<file path="src/rtl/sysctl_pkg.sv">
package sysctl_pkg;
  localparam int IO_AW    = 16;
  localparam int IO_DW    = 8;
  localparam int SYSC_W   = 4;
  localparam int NUM_LOCK = 2;

  localparam logic [IO_AW-1:0] WIN_LO = 16'h0800;
  localparam logic [IO_AW-1:0] WIN_HI = 16'h0851;

  typedef enum logic [3:0] {
    PK_NONE, PK_HOLE, PK_CTRL, PK_ID0, PK_ID2, PK_ID3, PK_LED, PK_EQUIP,
    PK_LOCK1, PK_LOCK2, PK_KEY, PK_SYSC, PK_L2, PK_MAP
  } port_kind_e;

  function automatic port_kind_e classify(input logic [IO_AW-1:0] a);
    case (a)
      16'h0092: return PK_CTRL;
      16'h0800: return PK_ID0;
      16'h0802: return PK_ID2;
      16'h0803: return PK_ID3;
      16'h0808: return PK_LED;
      16'h080C: return PK_EQUIP;
      16'h0810: return PK_LOCK1;
      16'h0812: return PK_LOCK2;
      16'h0818: return PK_KEY;
      16'h081C: return PK_SYSC;
      16'h0823: return PK_L2;
      16'h0850: return PK_MAP;
      default:  return (a >= WIN_LO && a <= WIN_HI) ? PK_HOLE : PK_NONE;
    endcase
  endfunction

  // Hard-wired bytes; all ones where a port holds no fixed value.
  function automatic logic [IO_DW-1:0] fixed_byte(input port_kind_e k);
    case (k)
      PK_ID0:   return 8'hEF;
      PK_ID2:   return 8'hAD;
      PK_ID3:   return 8'hE0;
      PK_EQUIP: return 8'h3C;
      PK_LOCK1: return 8'h39;
      PK_KEY:   return 8'h00;
      PK_L2:    return 8'h03;
      default:  return '1;
    endcase
  endfunction
endpackage

</file>
<file path="src/rtl/sysctl_decode.sv">
module sysctl_decode
  import sysctl_pkg::*;
(
  input  logic [IO_AW-1:0]  addr,
  input  logic              rd,
  input  logic              wr,
  output port_kind_e        kind,
  output logic              wr_ctrl,
  output logic              wr_led,
  output logic              wr_sysc,
  output logic              wr_map,
  output logic [NUM_LOCK-1:0] wr_lock,
  output logic              acc_bad
);
  always_comb begin
    kind       = classify(addr);
    wr_ctrl    = wr && (kind == PK_CTRL);
    wr_led     = wr && (kind == PK_LED);
    wr_sysc    = wr && (kind == PK_SYSC);
    wr_map     = wr && (kind == PK_MAP);
    wr_lock[0] = wr && (kind == PK_LOCK1);
    wr_lock[1] = wr && (kind == PK_LOCK2);
    acc_bad    = (rd || wr) && (kind == PK_NONE);
  end
endmodule

</file>
<file path="src/rtl/sysctl_state.sv">
module sysctl_state
  import sysctl_pkg::*;
(
  input  logic                clk,
  input  logic                rst_n,
  input  logic [IO_DW-1:0]    wdata,
  input  logic                wr_ctrl,
  input  logic                wr_led,
  input  logic                wr_sysc,
  input  logic                wr_map,
  input  logic [NUM_LOCK-1:0] wr_lock,
  output logic                soft_rst,
  output logic                le_mode,
  output logic                led_on,
  output logic                contig_map,
  output logic [SYSC_W-1:0]   sysc,
  output logic [NUM_LOCK-1:0] lock_pulse
);
  always_ff @(posedge clk) begin
    if (!rst_n) begin
      soft_rst   <= 1'b0;
      le_mode    <= 1'b0;
      led_on     <= 1'b0;
      contig_map <= 1'b0;
      sysc       <= '0;
    end else begin
      if (wr_ctrl) begin
        soft_rst <= wdata[0];
        le_mode  <= wdata[1];
      end
      if (wr_led)  led_on     <= wdata[0];
      if (wr_sysc) sysc       <= wdata[SYSC_W-1:0];
      if (wr_map)  contig_map <= wdata[0];
    end
  end

  // One pulse register per lock channel.
  for (genvar ch = 0; ch < NUM_LOCK; ch++) begin : g_lock
    always_ff @(posedge clk) begin
      if (!rst_n) lock_pulse[ch] <= 1'b0;
      else        lock_pulse[ch] <= wr_lock[ch];
    end
  end
endmodule

</file>
<file path="src/rtl/sysctl_rdmux.sv">
module sysctl_rdmux
  import sysctl_pkg::*;
(
  input  logic              clk,
  input  logic              rst_n,
  input  logic              rd,
  input  port_kind_e        kind,
  input  logic              acc_bad,
  input  logic              le_mode,
  input  logic              contig_map,
  input  logic [SYSC_W-1:0] sysc,
  output logic [IO_DW-1:0]  rdata,
  output logic              bad_access
);
  logic [IO_DW-1:0] rd_next;

  always_comb begin
    case (kind)
      PK_CTRL: rd_next = {{(IO_DW-2){1'b0}}, le_mode, 1'b0};
      PK_SYSC: rd_next = {{(IO_DW-SYSC_W){1'b0}}, sysc};
      PK_MAP:  rd_next = {{(IO_DW-1){1'b0}}, contig_map};
      default: rd_next = fixed_byte(kind);
    endcase
  end

  always_ff @(posedge clk) begin
    if (!rst_n) begin
      rdata      <= '0;
      bad_access <= 1'b0;
    end else begin
      if (rd) rdata <= rd_next;
      bad_access <= acc_bad;
    end
  end
endmodule

</file>
<file path="src/rtl/sysctl_port_bank.sv">
module sysctl_port_bank
  import sysctl_pkg::*;
(
  input  logic        clk,
  input  logic        rst_n,
  input  logic [15:0] io_addr,
  input  logic        io_rd,
  input  logic        io_wr,
  input  logic [7:0]  io_wdata,
  output logic [7:0]  rdata,
  output logic        soft_rst,
  output logic        le_mode,
  output logic        led_on,
  output logic        contig_map,
  output logic [1:0]  lock_pulse,
  output logic        bad_access
);
  port_kind_e          kind;
  logic                wr_ctrl, wr_led, wr_sysc, wr_map, acc_bad;
  logic [NUM_LOCK-1:0] wr_lock;
  logic [SYSC_W-1:0]   sysc;

  sysctl_decode u_dec (
    .addr(io_addr), .rd(io_rd), .wr(io_wr), .kind(kind),
    .wr_ctrl(wr_ctrl), .wr_led(wr_led), .wr_sysc(wr_sysc), .wr_map(wr_map),
    .wr_lock(wr_lock), .acc_bad(acc_bad)
  );

  sysctl_state u_st (
    .clk(clk), .rst_n(rst_n), .wdata(io_wdata),
    .wr_ctrl(wr_ctrl), .wr_led(wr_led), .wr_sysc(wr_sysc), .wr_map(wr_map),
    .wr_lock(wr_lock), .soft_rst(soft_rst), .le_mode(le_mode),
    .led_on(led_on), .contig_map(contig_map), .sysc(sysc),
    .lock_pulse(lock_pulse)
  );

  sysctl_rdmux u_rd (
    .clk(clk), .rst_n(rst_n), .rd(io_rd), .kind(kind), .acc_bad(acc_bad),
    .le_mode(le_mode), .contig_map(contig_map), .sysc(sysc),
    .rdata(rdata), .bad_access(bad_access)
  );
endmodule

</file>
<file path="config.mk">
export PLATFORM = sky130hd
export DESIGN_NAME = sysctl_port_bank
export DESIGN_NICKNAME = d
export VERILOG_FILES = /design/src/rtl/sysctl_pkg.sv /design/src/rtl/sysctl_decode.sv /design/src/rtl/sysctl_state.sv /design/src/rtl/sysctl_rdmux.sv /design/src/rtl/sysctl_port_bank.sv
export SDC_FILE = /design/constraint.sdc
export NUM_CORES = 1
export LEC_CHECK = 0
export ABC_AREA = 1
export BUFFER_PORTS_ARGS = -buffer_cell sky130_fd_sc_hd__buf_2
export CAP_MARGIN = 20
export CORE_MARGIN = 2
export CORE_UTILIZATION = 40
export CTS_BUF_LIST = sky130_fd_sc_hd__clkbuf_16
export DETAILED_ROUTE_END_ITERATION = 16
export PLACE_DENSITY = 0.68
export SYNTH_ARGS = -nofsm -noshare
export SYNTH_HDL_FRONTEND = slang
export SYNTH_SLANG_ARGS = --single-unit
</file>
<file path="constraint.sdc">
create_clock -name clk -period 1.5 [get_ports clk]
set_input_delay 0.375 -clock clk [delete_from_list [all_inputs] [get_ports clk]]
set_output_delay 0.375 -clock clk [all_outputs]
set_load 0.01 [all_outputs]
</file>
==> results of run 1 <==
==> state kept, by name, indices dropped and copies added, names as in the netlist <==
register         count
u_st.sysc            4
u_st.le_mode         1
u_st.led_on          1
u_st.soft_rst        1
u_st.contig_map      1
u_rd.bad_access      1
u_st.lock_pulse      2
u_rd.rdata           8
==> cell type report <==
class / count / area [um^2] / share of cell area [%]
multi-input combinational: 165 / 996 / 47.4
timing repair buffer: 73 / 488 / 23.2
sequential: 19 / 380 / 18.1
inverter: 27 / 104 / 4.94
clock buffer: 3 / 75.1 / 3.57
tap: 44 / 55.1 / 2.62
clock inverter: 1 / 5.00 / 0.238
==> stage by stage <==
| stage | setup slack, ps | power (mW) | hold slack [ps] | utilization, % | std cells |
|---|---|---|---|---|---|
| global placement | -250 | 0.719 | 446 | 57.6 | 323 |
| floorplan | 0.892 | 0.624 | 441 | - | 213 |
| global route | -86.4 | 1.34 | 387 | 67.2 | 332 |
| finish | -0.506 | 1.28 | 373 | 67.2 | 332 |
| detailed placement | -276 | 0.722 | 447 | 57.6 | 323 |
| CTS | 29.5 | 1.26 | 371 | 60.8 | 329 |
==> cells in the final DEF, fill, tap and decap left out <==
| cell | n |
|---|---|
| inv_2 | 4 |
| a21oi_1 | 11 |
| nand3_2 | 2 |
| a31oi_4 | 1 |
| and2_1 | 1 |
| nand2_1 | 56 |
| nand4_1 | 5 |
| nand3_1 | 15 |
| o2111ai_2 | 1 |
| a31oi_2 | 1 |
| o21ai_0 | 2 |
| a211oi_1 | 3 |
| nor2_1 | 18 |
| o21ai_1 | 1 |
| buf_4 | 34 |
| nand2_4 | 7 |
| nor2_8 | 1 |
| dfxtp_1 | 19 |
| a21oi_2 | 3 |
| a21oi_4 | 1 |
| o211ai_1 | 2 |
| inv_1 | 22 |
| buf_2 | 33 |
| clkinv_2 | 1 |
| nor2_4 | 12 |
| buf_6 | 6 |
| nand3b_1 | 1 |
| nand3_4 | 1 |
| clkbuf_16 | 3 |
| inv_4 | 1 |
| or2_4 | 1 |
| nand2_2 | 13 |
| nor2_2 | 6 |
==> timing repair <==
action,4_1_cts,5_1_grt
setup endpoints to repair,5,15
pin swaps,1,20
setup buffers,1,3
cloned,1,0
gates resized for setup,0,46
==> logic make-up after synthesis <==
kind of cell / count (synthesis) / synth area share, %
AO/OA/AOI/OAI: 26 / 14.0
AND/OR/NAND/NOR: 138 / 48.3
buffers and inverters: 30 / 9.27
flip-flops: 19 / 28.5
==> critical path, cell delays in order <==
cell and delay, ps:
buf_6 90, nor2_4 120, nand2_4 90, nor2_8 240, buf_6 140, nand2_4 40
a31oi_4 160, nor2_4 70, nand2_1 80, nand2_2 70, nand2_2 70, nand2_2 40
nor2_2 90
==> power by group <==
| part | switching, mW | total (mW) | internal [mW] |
|---|---|---|---|
| combinational | 0.122 | 0.220 | 0.0982 |
| clock | 0.177 | 0.534 | 0.357 |
| sequential | 0.00607 | 0.527 | 0.521 |
| total | 0.305 | 1.28 | 0.976 |
==> final timing paths <==
kind | endpoint | slack (ps)
max reg2reg | u_rd.rdata[1]$_SDFFE_PN0P_ | 640
max | u_st.lock_pulse[1]$_SDFF_PN0_ | -0.5
min | u_st.sysc[3]$_SDFFE_PN0P_ | 370
min reg2reg | u_st.soft_rst$_SDFFE_PN0P_ | 450
==> per-layer routing <==
| metal | routed length (um) | vias to the layer above | track usage (%) |
|---|---|---|---|
| met4 | 25 | 0 | 2.74 |
| met5 | 0 | - | 0 |
| met2 | 1710 | 47 | 33.4 |
| met3 | 195 | 4 | 3.93 |
| met1 | 1540 | 688 | 26.6 |
| li1 | - | 830 | - |
==> results.txt, run 1 <==
Post-route cell area - 0.00210 mm^2
Period utilization - 100%
Number of library cell types mapped by synthesis - 29
Final min period - 1500 ps
Max Root-Sink Buffers - 2
Final setup margin - -0.506 ps
Most frequent cell after synthesis - nand2_1
Worst Path Arrival - 1690 ps
#FFs+latches synth - 19
RSZ-0062 raised after global routing - yes
Placed Area - 0.00180 mm^2
Leakage power - 1.13 nW
Initial drt markers - 47
DRC violations left - 0
Critical hold path startpoint - io_wdata[3]
Die ar. - 0.00382 mm^2
CTS clock-pin slew for the worst setup and hold paths - 50 ps
Fin Clk Skew - 1.33 ps
Slew Limit Fails - 0
Routed WL - 3.46 mm
DRT Pass-1 Iters - 4
Worst r2r src - u_st.le_mode$_SDFFE_PN0P_
Nets - 317
# IOs - 43
Worst hold path class - in -> reg
Detailed Place HPWL - 2.52 mm
Vias in the first global route - 1389
Site row count - 20
Setup crit start - io_addr[8]
Die W - 61.8 um
Htree depth - 1
Initial antenna violation count - 0
Setup TNS - -0.506 ps
Synth Instances - 213
Share of the synthesized area in the top cell type - 28.5%
Max IR drop VDD - 748 uV
Initial core utilization - 42.7%
MaxCap Viol Count - 0
Largest net degree at the start of global routing - 17
Root cell of the clock tree - clkbuf_16
Count of hold-fix buffers inserted at cts - 0
Sequential share of the synthesized area - 28.5%
Core Area - 0.00313 mm^2
Netlist Area Pre-Place - 0.00134 mm^2
Share of layout cells above drive strength 1 - 45.8%
Post-DRT Antenna Nets - 0
WS Path Type - in -> reg
Worst-Margin Slew - 265 ps
DIE HEIGHT - 61.8 um
Crit-path max FO - 8
Critical Path Source Type - primary input
Sink Count - 19
Antenna cells - 0
Number of enable flip-flop cells after synthesis - 0
First-pass GRT wire length - 5.72 mm
Final Hold Viols - 0
Vias per cell - 4.73
Syn_nets - 241
Avg WL per Cell - 10.4 um
Synth warnings - 0
Via count - 1569
Area growth syn-to-layout - 57.4%
Top cells by area, synth - dfxtp_1 28%, nand2_1 19%, inv_1 6.7%
Fmax achieved - 666 MHz
Power Density - 609 mW/mm^2
Fraction of registers with async set/reset - 0%
Final RePlAce weighted congestion - 0.817
Crit path capture type - flop
Worst-skew pair later-pin latency - 250 ps
Worst EP required - 1690 ps
Syn avg cell area - 6.27 um^2
Status - finished, violations left
Leading area contributor after synthesis - dfxtp_1
GRT overflow - 0
Ys flop type - dfxtp_1
Fill count - 282
Setup violators final - 1
Hold Path Stages - 3
CTS tree - done
CTS Buf Count - 3
GRT Util Overall - 19.7%
Failing checks - negative setup slack
Slew HR - 82.2%
PortBufs - 38
Synth cell count leaders - 66 x nand2_1, 24 x inv_1, 24 x nor2_1
Worst R2R Path Depth - 6
No activity file was read; power rests on OpenSTA's default activity.
==> inputs of run 2 (changes only) <==
--- a/config.mk
+++ b/config.mk
@@ -8,9 +8,11 @@
 export ABC_AREA = 1
 export BUFFER_PORTS_ARGS = -buffer_cell sky130_fd_sc_hd__buf_2
 export CAP_MARGIN = 20
+export CORE_ASPECT_RATIO = 0.75
 export CORE_MARGIN = 2
 export CORE_UTILIZATION = 40
 export CTS_BUF_LIST = sky130_fd_sc_hd__clkbuf_16
+export CTS_CLUSTER_SIZE = 16
 export DETAILED_ROUTE_END_ITERATION = 16
 export PLACE_DENSITY = 0.68
 export SYNTH_ARGS = -nofsm -noshare
==> run 2 against run 1 <==
Net effect:
- the flow now finishes without violations
- highest routed layer unchanged
- clock power about the same
- core utilization down 2.0 points
- critical path type unchanged
- power up 0.18%
- routed wire length up 1.5%
- clock skew up 2.0 ps
- sequential share of layout area down 0.12 points
- flip-flop and latch count unchanged
- via count up 2.7%
- worst hold slack better by 1.4 ps
- cell count up 1.5%
- maximum frequency up 6.6%
- largest power group unchanged
- clock-buffer cell count unchanged
==> results.txt, run 2 (same netlist as run 1, synthesis figures left out) <==
Status - finished clean
Antenna cells - 0 (unchanged)
Leakage power - 1.10 nW (-2.4%)
CTS Buf Count - 3 (unchanged)
Final setup margin - 92.0 ps (+92.5 ps)
Post-Place Setup Slack - -236 ps (+39.8 ps)
Period utilization - 93.9% (-6.2 points)
Hold_ws - 374 ps (+1.38 ps)
Largest net degree at the start of global routing - 17 (unchanged)
Inst Count DP - 329 (+1.9%)
Post-DRT Antenna Nets - 0 (unchanged)
Setup TNS - 0 ps (+0.506 ps)
Critical Path Source Type - primary input
Die ar. - 0.00382 mm^2 (+0.12%)
Worst-path cell chain - buf_2 > nor2_4 > nand3_2 > inv_2 > nand3b_1 > or2_1 > a211oi_1
Sw Ratio - 23.9% (+0.078 points)
Htree depth - 1 (unchanged)
Metal-1 WL - 1.72 mm (+12%)
Share of layout cells above drive strength 1 - 46.1% (+0.29 points)
Worst-skew pair later-pin latency - 250 ps (about the same)
Initial antenna violation count - 0 (unchanged)
Worst Path Buf+Inv - 2 (unchanged)
Fill count - 301 (+6.7%)
RSZ-0062 raised after global routing - yes
Met3 routed WL - 202 um (+3.6%)
Clock power frac - 41.4% (-0.3 points)
Area growth syn-to-layout - 58.4%
Commonest non-fill, non-tap cells in the layout - 58 x nand2_1, 42 x buf_4, 36 x buf_2, 23 x inv_1, 19 x dfxtp_1
Via count - 1611 (+2.7%)
Final min period - 1410 ps (-92.5 ps)
DRT Pass-1 Iters - 4 (unchanged)
Root cell of the clock tree - clkbuf_16
Fmax achieved - 710 MHz (+6.6%)
Final Hold Viols - 0 (unchanged)
Net Switching - 0.306 mW (+0.51%)
Site row count - 18 (-10%)
CTS tree - done
GRT overflow - 0 (unchanged)
Die W - 70.7 um (+14%)
Fin Clk Skew - 3.34 ps (+2.01 ps)
DRC violations left - 0 (unchanged)
Power Density - 606 mW/mm^2 (-0.47%)
Comb pwr share - 17.4% (+0.2 points)
Tot Pwr - 1.28 mW (+0.18%)
MaxCap Viol Count - 0 (unchanged)
Initial core utilization - 41.2% (-1.5 points)
Worst EP required - 1660 ps (-30 ps)
Final RePlAce weighted congestion - 0.833 (+2.0%)
Initial drt markers - 36 (-23%)
Routed WL - 3.52 mm (+1.5%)
DIE HEIGHT - 54.1 um (-13%)
Top reg by flops - u_rd.rdata
Nets - 326 (+2.8%)
Detailed Place HPWL - 2.68 mm (+6.2%)
Sink Count - 19 (unchanged)
Avg WL per Cell - 10.4 um (about the same)
Slew HR - 82.5% (+0.24 points)
WS Path Type - in -> reg
Crit path capture type - flop
Worst Path Arrival - 1570 ps (-120 ps)
Biggest regs - u_rd.rdata: 8 flops, u_st.sysc: 4 flops, u_st.lock_pulse: 2 flops
First-pass GRT wire length - 5.67 mm (-0.86%)
GRT Util Overall - 18.6% (-1.1 points)
Non-Filler Instances - 337 (+1.5%)
Top Layer Used - met4
# IOs - 43 (unchanged)
Commonest non-fill, non-tap cell in the layout - nand2_1
Core Area - 0.00324 mm^2 (+3.7%)
Largest register FFs - 8 (unchanged)
Slew Limit Fails - 0 (unchanged)
Setup violators final - 0 (-1)
Worst-Margin Slew - 262 ps (-3.55 ps)
Crit-path max cell delay - 280 ps (+40 ps)
Crit-path max FO - 5 (-3)
Internal power - 0.977 mW (about the same)
Max Root-Sink Buffers - 2 (unchanged)
Delay-heaviest family, CP - simple AND/OR/NAND/NOR gates
Slowest cell on the critical path - or2_1
PortBufs - 38 (unchanged)
Vias per cell - 4.78 (+1.2%)
Vias in the first global route - 1333 (-4.0%)
Wire length on met2 - 1.58 mm (-7.3%)
CTS clock-pin slew for the worst setup and hold paths - 50 ps (about the same)
Worst hold path class - in -> reg
Sequential share of power - 41.1% (about the same)
Max IR drop VDD - 598 uV (-20%)
-- run 2: cell types whose count changed in the layout (fill, tap and decap cells not counted) --
cell	change
or2_1	+1
nand3_4	-1
nor2_1	-1
nand2_2	+1
inv_1	+1
or2_4	-1
nand2_1	+2
nor2_2	+1
buf_4	+8
buf_2	+3
buf_6	-2
clkinv_2	-1
nand3_1	+1
nand2_4	-3
-- run 2: area by class of cell --
class,count,area (um^2),area share [%]
tap,40,50.0,2.36
clock inverter,1,3.75,0.177
clock buffer,3,75.1,3.55
inverter,27,104,4.91
sequential,19,380,18.0
multi-input combinational,165,963,45.5
timing repair buffer,82,541,25.5
-- run 2: worst register-to-register path, delay by kind of cell (launching register included) --
kind | cells | cell delay, ps
simple gates | 4 | 260
flops | 1 | 350
compound gates | 1 | 130
buf+inv | 1 | 50
-- run 2: layer usage --
metal	vias up	GRT usage (%)
met5	-	0
met4	0	3.77
met3	3	4.31
met2	43	29.8
met1	714	25.9
li1	851	-
-- run 2: what timing repair did --
item                       in CTS  in global routing
setup endpoints to repair       0                 14
hold buffers                    0                  0
resized for setup               0                 36
setup buffers                   0                  3
-- run 2: final timing paths --
path                                      to  slack [ps]  cells after the start                  startpoint
hold / removal     u_st.sysc[3]$_SDFFE_PN0P_         370                      3                 io_wdata[3]
setup / recovery  u_st.soft_rst$_SDFFE_PN0P_          90                      7                  io_addr[3]
hold reg to reg   u_st.soft_rst$_SDFFE_PN0P_         460                      2  u_st.soft_rst$_SDFFE_PN0P_
setup reg to reg  u_rd.rdata[1]$_SDFFE_PN0P_         640                      6   u_st.le_mode$_SDFFE_PN0P_
-- run 2: per-stage QoR --
| stage | util (%) | cell area (um^2) |
|---|---|---|
| 6_report | 65.3 | 2120 |
| 3_3_place_gp | 57.8 | 1870 |
| 2_1_floorplan | - | 1350 |
| 3_5_place_dp | 57.8 | 1870 |
| 4_1_cts | 60.2 | 1950 |
| 5_1_grt | 65.3 | 2120 |
-- run 2: power groups by stage --
stage,clock network [mW],logic (mW),registers (mW)
6_report,0.532,0.224,0.528
5_1_grt,0.562,0.248,0.529
4_1_cts,0.544,0.196,0.528
3_5_place_dp,0,0.195,0.538
3_3_place_gp,0,0.192,0.538
2_1_floorplan,0,0.0778,0.546
==> inputs of run 3 (changes only) <==
--- a/config.mk
+++ b/config.mk
@@ -10,11 +10,11 @@
 export CAP_MARGIN = 20
 export CORE_ASPECT_RATIO = 0.75
 export CORE_MARGIN = 2
-export CORE_UTILIZATION = 40
+export CORE_UTILIZATION = 54
 export CTS_BUF_LIST = sky130_fd_sc_hd__clkbuf_16
 export CTS_CLUSTER_SIZE = 16
 export DETAILED_ROUTE_END_ITERATION = 16
-export PLACE_DENSITY = 0.68
+export PLACE_DENSITY = 0.84
 export SYNTH_ARGS = -nofsm -noshare
 export SYNTH_HDL_FRONTEND = slang
 export SYNTH_SLANG_ARGS = --single-unit
==> constraint.sdc (replaced) <==
create_clock -name clk -period 1.73 [get_ports clk]
set_input_delay 0.4325 -clock clk [delete_from_list [all_inputs] [get_ports clk]]
set_output_delay 0.4325 -clock clk [all_outputs]
set_load 0.01 [all_outputs]
==> run 3 against run 2 <==
Net effect:
- die area fell by 24%
- core utilization rose by 12 points
- sequential share of layout area rose by 3.2 points
- critical path type unchanged
- largest cell class unchanged
==> results.txt, run 3 (same netlist as run 1, synthesis figures left out) <==
Worst r2r src - u_st.le_mode$_SDFFE_PN0P_
DRT Pass-1 Iters - 4 (unchanged)
Core Area - 0.00233 mm^2 (-28%)
CTS tree - done
Critical Path Source Type - primary input
CTS clock-pin slew for the worst setup and hold paths - 50 ps (about the same)
Worst Path Arrival - 1700 ps (+130 ps)
Nets - 302 (-7.4%)
Delay-heaviest family, CP - simple AND/OR/NAND/NOR gates
Final min period - 1590 ps
Routed WL - 3.19 mm (-9.2%)
GRT Util Overall - 25.3% (+6.7 points)
Fill count - 198 (-34%)
Critical hold path startpoint - io_wdata[2]
Worst-Margin Slew - 558 ps (+296 ps)
CTS resizes - 0 (unchanged)
GRT overflow - 0 (unchanged)
Avg WL per Cell - 10.4 um (-0.35%)
Commonest non-fill, non-tap cells in the layout - 66 x nand2_1, 38 x buf_2, 25 x inv_1, 24 x nor2_1, 20 x buf_4
Share of layout cells above drive strength 1 - 34.1% (-12 points)
First-pass GRT wire length - 5.43 mm (-4.2%)
Vias per cell - 4.97 (+4.0%)
DIE HEIGHT - 47.1 um (-13%)
Crit path capture type - flop
Worst-skew pair later-pin latency - 250 ps (about the same)
Power Density - 593 mW/mm^2 (-2.2%)
Tot Pwr - 1.06 mW (-17%)
Status - finished clean
Root cell of the clock tree - clkbuf_16
Commonest non-fill, non-tap cell in the layout - nand2_1
Initial antenna violation count - 0 (unchanged)
Area growth syn-to-layout - 34.4%
Max IR drop VDD - 396 uV (-34%)
Crit-path max FO - 14 (+9)
Slew Limit Fails - 0 (unchanged)
DRC violations left - 0 (unchanged)
Slew HR - 62.8% (-20 points)
Antenna cells - 0 (unchanged)
Final RePlAce weighted congestion - 0.831 (-0.29%)
Period utilization - 92.0%
Worst hold path class - in -> reg
# IOs - 43 (unchanged)
Initial core utilization - 57.4% (+16 points)
MaxCap Viol Count - 0 (unchanged)
Htree depth - 1 (unchanged)
Fin Clk Skew - 3.92 ps (+0.575 ps)
Fmax achieved - 628 MHz
Worst EP required - 1840 ps (+180 ps)
Largest net degree at the start of global routing - 17 (unchanged)
Seq. cell area - 380 um^2 (unchanged)
Setup Buffers After CTS - 0 (unchanged)
Slowest cell on the critical path - nor2_8
Site row count - 15 (-3)
Worst-path cell chain - buf_2 > nor2_2 > nand2_2 > nor2_8 > nand2_1 > nand2_1 > nor2_2 > nand2_2 > nand2_1 > nand2_1 > nand2_1 > nand2_1 > a21oi_2
Final setup margin - 139 ps (+46.6 ps)
Crit-path max cell delay - 220 ps (-60 ps)
Area occupied by multi-input gates - 832 um^2 (-14%)
Via count - 1526 (-5.3%)
Setup TNS - 0 ps (unchanged)
Post-DRT Antenna Nets - 0 (unchanged)
Top reg by flops - u_rd.rdata
Die ar. - 0.00289 mm^2 (-24%)
Worst Path Buf+Inv - 1 (-1)
Inst Count DP - 303 (-7.9%)
Vias in the first global route - 1336 (+0.23%)
Post-Place Setup Slack - -71.4 ps (+165 ps)
PortBufs - 38 (unchanged)
Final core occ - 77.2% (+12 points)
Final Hold Viols - 0 (unchanged)
Max Root-Sink Buffers - 2 (unchanged)
Die W - 61.4 um (-13%)
Crit path top cell by count - nand2_1
Sink Count - 19 (unchanged)
Initial drt markers - 80 (+120%)
CTS Buf Count - 3 (unchanged)
Non-Filler Instances - 307 (-8.9%)
Count of hold-fix buffers inserted at cts - 0 (unchanged)
Leakage power - 0.956 nW (-13%)
WS Path Type - in -> reg
RSZ-0062 raised after global routing - no
Biggest regs - u_rd.rdata: 8 flops, u_st.sysc: 4 flops, u_st.lock_pulse: 2 flops
Setup crit start - io_addr[9]
Largest register FFs - 8 (unchanged)
Setup violators final - 0 (unchanged)
Detailed Place HPWL - 2.55 mm (-4.7%)
## run 3: routing by layer
metal	global-route usage, %	vias up	share of wire, %
met2	44.0	67	45
met4	4.26	0	0.44
met5	0	-	0
met1	32.5	656	45
met3	6.89	2	9.1
li1	-	801	-
## run 3: worst paths after layout
check	to	slack [ps]	cells past startpoint
worst max-delay path	u_rd.rdata[0]$_SDFFE_PN0P_	140	13
worst min register to register	u_st.led_on$_SDFFE_PN0P_	460	2
worst min-delay path	u_st.sysc[2]$_SDFFE_PN0P_	430	3
worst max register to register	u_rd.rdata[1]$_SDFFE_PN0P_	850	6
## run 3: cell type report
class                      instances  share of cell area [%]
timing repair buffer              59                    20.1
multi-input combinational        164                    46.3
clock buffer                       3                    4.18
clock inverter                     1                   0.209
tap                               34                    2.37
inverter                          27                    5.64
sequential                        19                    21.2
## run 3: worst min-delay path: cells and delay by family
family / cells / cell delay, ps
AO/OA/AOI/OAI: 1 / 50
buffers and inverters: 1 / 90
AND/OR/NAND/NOR: 1 / 50
## run 3: where the power goes
group          internal, mW  switching, mW
logic                0.0614         0.0862
clock network         0.307          0.152
registers             0.452        0.00586
total                 0.820          0.244
## run 3: metrics by stage
| step | hold WS [ps] | cell area (um^2) |
|---|---|---|
| floorplan | 441 | 1340 |
| global placement | 448 | 1720 |
| detailed placement | 452 | 1720 |
| CTS | 429 | 1800 |
| global route | 461 | 1800 |
| finish | 430 | 1800 |
